File: src/rtl/boot_autoload.sv
`timescale 1ns/1ps
module boot_autoload #(
  parameter int WORD_W     = 8,
  parameter int BANK_WORDS = 24,
  parameter int AW         = 10,
  parameter int WIN_MS     = 10,
  parameter int MAX_TRY    = 10,
  parameter int TIMEOUT_MS = 25,
  parameter int B0_LO      = 0,
  parameter int B1_LO      = 24,
  parameter int B0_HI      = 361,
  parameter int B1_HI      = 405,
  parameter int IW         = $clog2(2*BANK_WORDS)
) (
  input  logic              clk,
  input  logic              rst_n,
  input  logic              tick_ms,
  input  logic              en_in,
  input  logic              map_sel,
  input  logic              wide_sel,
  input  logic              gcr_strobe,
  input  logic              ra_strobe,
  output logic              rd_req,
  output logic [AW-1:0]     rd_addr,
  output logic              rd_wide,
  input  logic              rd_ack,
  input  logic              rd_nack,
  input  logic              bus_busy,
  input  logic [WORD_W-1:0] rd_data,
  input  logic [IW-1:0]     reg_idx,
  output logic [WORD_W-1:0] reg_val,
  output logic              master_busy,
  output logic              load_done,
  output logic              load_fail
);
  localparam int NW  = 2*BANK_WORDS;
  localparam int MSW = $clog2(TIMEOUT_MS+1);
  localparam int TW  = $clog2(MAX_TRY+1);

  typedef enum logic [1:0] {S_WIN, S_REQ, S_RETRY, S_SLAVE} st_t;

  st_t               state;
  logic [IW-1:0]     widx;
  logic [MSW-1:0]    ms_cnt;
  logic [TW-1:0]     tries;
  logic              map_q, wide_q;
  logic [WORD_W-1:0] bank [NW];

  logic [AW-1:0] base0, base1;
  logic timeout, try_fail, reload, wipe, last;

  assign base0       = map_q ? AW'(B0_HI) : AW'(B0_LO);
  assign base1       = map_q ? AW'(B1_HI) : AW'(B1_LO);
  assign rd_addr     = (widx < IW'(BANK_WORDS)) ? base0 + AW'(widx)
                                                : base1 + AW'(widx - IW'(BANK_WORDS));
  assign rd_req      = (state == S_REQ);
  assign rd_wide     = wide_q;
  assign master_busy = (state != S_SLAVE);
  assign reg_val     = (reg_idx < IW'(NW)) ? bank[reg_idx] : '0;

  assign timeout  = master_busy && tick_ms && (ms_cnt == MSW'(TIMEOUT_MS-1));
  assign try_fail = rd_req && ((widx == '0 && bus_busy) || rd_nack);
  assign reload   = (state == S_SLAVE) && (gcr_strobe || ra_strobe);
  assign wipe     = reload || timeout || try_fail;
  assign last     = (widx == IW'(NW-1));

  always_ff @(posedge clk or negedge rst_n) begin
    if (!rst_n) begin
      state     <= S_WIN;
      widx      <= '0;
      ms_cnt    <= '0;
      tries     <= '0;
      map_q     <= 1'b0;
      wide_q    <= 1'b0;
      load_done <= 1'b0;
      load_fail <= 1'b0;
      for (int i = 0; i < NW; i++) bank[i] <= '0;
    end else begin
      if (master_busy && tick_ms && !timeout) ms_cnt <= ms_cnt + 1'b1;
      if (timeout) begin
        state     <= S_SLAVE;
        load_fail <= 1'b1;
      end else begin
        case (state)
          S_WIN:
            if (en_in) begin
              state  <= S_REQ;
              map_q  <= map_sel;
              wide_q <= wide_sel;
              widx   <= '0;
            end else if (tick_ms && ms_cnt == MSW'(WIN_MS-1)) begin
              state <= S_SLAVE;
            end
          S_REQ:
            if (try_fail) begin
              widx  <= '0;
              tries <= tries + 1'b1;
              if (tries == TW'(MAX_TRY-1)) begin
                state     <= S_SLAVE;
                load_fail <= 1'b1;
              end else begin
                state <= S_RETRY;
              end
            end else if (rd_ack) begin
              bank[widx] <= rd_data;
              if (last) begin
                state     <= S_SLAVE;
                load_done <= 1'b1;
              end else begin
                widx <= widx + 1'b1;
              end
            end
          S_RETRY:
            if (tick_ms) state <= S_REQ;
          default:
            if (reload) begin
              state     <= S_WIN;
              ms_cnt    <= '0;
              tries     <= '0;
              widx      <= '0;
              load_done <= 1'b0;
              load_fail <= 1'b0;
            end
        endcase
      end
      if (wipe) for (int i = 0; i < NW; i++) bank[i] <= '0;
    end
  end

  assert_flags_excl_R5: assert property (@(posedge clk) disable iff (!rst_n)
    !(load_done && load_fail));
  assert_req_in_master_R11: assert property (@(posedge clk) disable iff (!rst_n)
    rd_req |-> master_busy);
  assert_flag_in_slave_R11: assert property (@(posedge clk) disable iff (!rst_n)
    (load_done || load_fail) |-> !master_busy);
  assert_try_bound_R9: assert property (@(posedge clk) disable iff (!rst_n)
    tries <= TW'(MAX_TRY));
  assert_time_bound_R10: assert property (@(posedge clk) disable iff (!rst_n)
    ms_cnt < MSW'(TIMEOUT_MS));
  assert_wide_hold_R7: assert property (@(posedge clk) disable iff (!rst_n)
    (rd_req && $past(rd_req)) |-> $stable(rd_wide));
  assert_addr_hold_R12: assert property (@(posedge clk) disable iff (!rst_n)
    (rd_req && !rd_ack && !rd_nack) |=> (!rd_req || $stable(rd_addr)));
endmodule

File: config.mk
export PLATFORM = sky130hd
export DESIGN_NAME = boot_autoload
export DESIGN_NICKNAME = d
export VERILOG_FILES = /design/src/rtl/boot_autoload.sv
export SDC_FILE = /design/constraint.sdc
export NUM_CORES = 1
export LEC_CHECK = 0
export ABC_AREA = 1
export BUFFER_PORTS_ARGS = -buffer_cell sky130_fd_sc_hd__buf_4
export CORE_ASPECT_RATIO = 0.7
export CORE_MARGIN = 8
export CORE_UTILIZATION = 45
export CTS_CLUSTER_SIZE = 10
export DETAILED_ROUTE_END_ITERATION = 10
export SLEW_MARGIN = 5
export SYNTH_ARGS = -nofsm -noshare
export SYNTH_HDL_FRONTEND = slang
export SYNTH_SLANG_ARGS = --single-unit
File: constraint.sdc
create_clock -name clk -period 2.75 [get_ports clk]
set_input_delay 0.275 -clock clk [delete_from_list [all_inputs] [get_ports clk]]
set_output_delay 0.275 -clock clk [all_outputs]
set_load 0.02 [all_outputs]
==> reports/metrics.yaml <==
yosys:
  ys_ff_latch: 405
  yosysSeqAreaShare: 0.463
  netlist-cell-type-count: 34
  synth.largest_area_cell: "dfrtp_1"
  synth_top_area_share: 0.463
  syn_area_per_cell_um2: 7.05
  syn_area_um2: 21900
  synth_area_leaders: "dfrtp_1 (46%), nand2_1 (22%), nand3_1 (15%)"
  syn_inst: 3105
  syn-num-nets: 3149
  yosys_warnings: 0
place:
  globalplace.congestion: 0.845
  place_ws_ns: 0.320
  dp_hpwl_mm: 44.0
  dp_cells: 3687
  portBuffers: 47
global_route:
  grt_pass1_vias: 20388
  antenna_found_initial: 0
  track_usage: 0.258
  grt_pass1_wl_mm: 117
  grt_max_degree: 83
  grt_remaining_overflow: 0
clock_network:
  clockRootBuffer: "clkbuf_16"
  cts_tree: "built"
  clock-sinks: 405
  clock_path_buffers: 3
  numCtsBuffers: 47
  clk_pin_slew_worst_paths_ns: 0.06
  insertion_delay_ns: 0.56
  htreeDepth: 2
power_and_ir_drop:
  seq_power_share: 0.341
  powerDensity_nw_per_um2: 751
  share_comb_of_total_power: 0.356
  p_total_mw: 18.5
  cellInternalPower_mw: 10.9
  pwr-share-clk: 0.303
  p_switching_mw: 7.58
  p_sw_frac: 0.410
  leakagePower_nw: 13.5
  vdd_drop_max_mv: 0.773
layout:
  n_antenna_cell: 0
  drive_gt1_frac: 0.0743
  layout_common_cells: "nand2_1 (1299), nand3_1 (652), dfrtp_1 (401)"
  fin_nets: 3131
  postLayoutCoreUtil: 0.514
  area_growth_pct: 12.5
  layout_commonest_cell: "nand2_1"
  final_cells: 3750
setup_path:
  critical_path_class: "reg -> out"
  slowest_stage: "dfrtp_2"
  critPathMaxStageDelay_ns: 0.45
  critical_path.top_delay_family: "adder cells"
  required_ns: 2.48
  ff2ff_path_depth: 10
  cp_num_buf_inv: 2
  worstPathCellList: "ha_1, inv_1, ha_2, a31oi_4, nand2_1, a21o_1, nand3_1, nand2_1, buf_4"
  crit_top_cell: "nand2_1"
  worstPathMaxFanout: 7
  crit_path_start_kind: "register"
  arrival_ns: 2.35
  path_depth: 9
  cp-end-kind: "primary output"
timing:
  timing.slew.headroom: 0.511
  drv_slew: 0
  min_period_ns: 2.62
  post-route-period-util: 0.953
  tightest_slew_ns: 0.734
  setup_viol: 0
  setup_tns_ns: 0
  fin_skew_ns: 0.0164
  hold_viol: 0
  max_freq_mhz: 382
  postLayoutSetupSlackWorst_ns: 0.130
route:
  drc: 0
  post_drt_wl_per_cell_um: 19.6
  ant_nets: 0
  drt-vias-per-instance: 5.66
  dr.pass1.iters: 6
  wl_mm: 73.4
  drtIter0Drc: 2375
  vias: 21217
outcome:
  outcome: "complete, no violations"
floorplan:
  fp.dieArea_um2: 56100
  die_width_um: 280
  start_util: 0.457
  num_io_pins: 48
  core_um2: 48000
  rows: 67
  die_y_um: 201
min_path:
  whs_path_depth: 5
  hold_class: "in -> reg"
flow_run:
  cap_viol_max_count: 0
-- flip-flops by register name, summed over array words and instances (netlist names) --
signal     cells
bank         384
rd_wide        1
map_q          1
ms_cnt         5
load_fail      1
load_done      1
widx           6
tries          4
state          2
-- power groups by stage --
stage / registers (mW) / clock network, mW / logic [mW]
2_1_floorplan: 6.42 / 0 / 3.89
3_3_place_gp: 6.41 / 0 / 6.31
3_5_place_dp: 6.42 / 0 / 6.37
4_1_cts: 6.31 / 5.71 / 6.41
5_1_grt: 6.33 / 5.93 / 7.01
6_report: 6.31 / 5.60 / 6.58
-- stage by stage --
step	cell area, um^2	hold slack (ns)
after floorplan	21900	-0.0206
final	24600	0.103
after detailed placement	23200	0.360
after global routing	24600	0.135
after global placement	23200	0.361
after CTS	24500	0.0902
-- path summary, 6_finish.rpt --
path	to	start	slack, ns
hold reg to reg	bank[209]	bank[209]	0.47
hold / removal	state[0]	gcr_strobe	0.10
setup reg to reg	bank[245]	widx[0]	0.24
max in group asynchronous	bank[39]	rst_n	1.58
setup / recovery	rd_addr[8]	widx[3]	0.13
min in group asynchronous	rd_wide	rst_n	0.35
-- cell usage after synthesis (all sizes together) --
master / number
a21oi: 12
ha: 19
nand3b: 2
buf: 107
clkbuf: 80
a21o: 1
a211oi: 1
o211ai: 32
mux2: 1
clkinv: 2
nand2: 1303
nor2: 152
o21ai: 94
or2: 1
o22ai: 3
xor2: 6
dfrtp: 405
nand4: 7
inv: 183
nor3: 15
nand3: 674
a31oi: 3
o31ai: 1
o21bai: 1
-- cells by family (layout without fill, tap and decap cells) --
group | after synthesis | in the layout | synth area share
AOI/OAI and AO/OA | 148 | 148 | 0.0390
buffers and inverters | 372 | 362 | 0.0690
xor gates and xnor gates | 6 | 6 | 0.00240
DFF | 405 | 405 | 0.463
muxes | 1 | 1 | 0.000514
and+or+nand+nor | 2154 | 2154 | 0.415
adders and majority gates | 19 | 19 | 0.0109
-- layer usage --
layer	global-route usage	up-vias	part of all wire
met5	0.0133	-	0.0014
met4	0.0699	2	0.027
met3	0.0676	133	0.10
met2	0.382	935	0.43
met1	0.370	10262	0.44
li1	-	9885	-
-- repair_timing --
item / 4_1_cts / 5_1_grt
endpoints found under the setup margin: 6 / 6
hold buffers: 3 / 0
setup buffers: 1 / 2
hold endpoints to repair: 75 / 0
pin swaps: 0 / 1
resized for setup: 7 / 16
-- tightest hold or removal path: cells and delay by family --
kind,cells,cell delay (ns)
simple gates,3,0.21
buf+inv,2,0.15
-- final cells by class --
| cell class | count | area [um^2] |
|---|---|---|
| clock inverter | 1 | 8.76 |
| fill | 4721 | 23300 |
| inverter | 185 | 704 |
| sequential | 405 | 10100 |
| tap | 655 | 820 |
| timing repair buffer | 120 | 1280 |
| clock buffer | 56 | 1260 |
| multi-input combinational | 2328 | 10400 |
No activity file was read; power rests on OpenSTA's default activity.
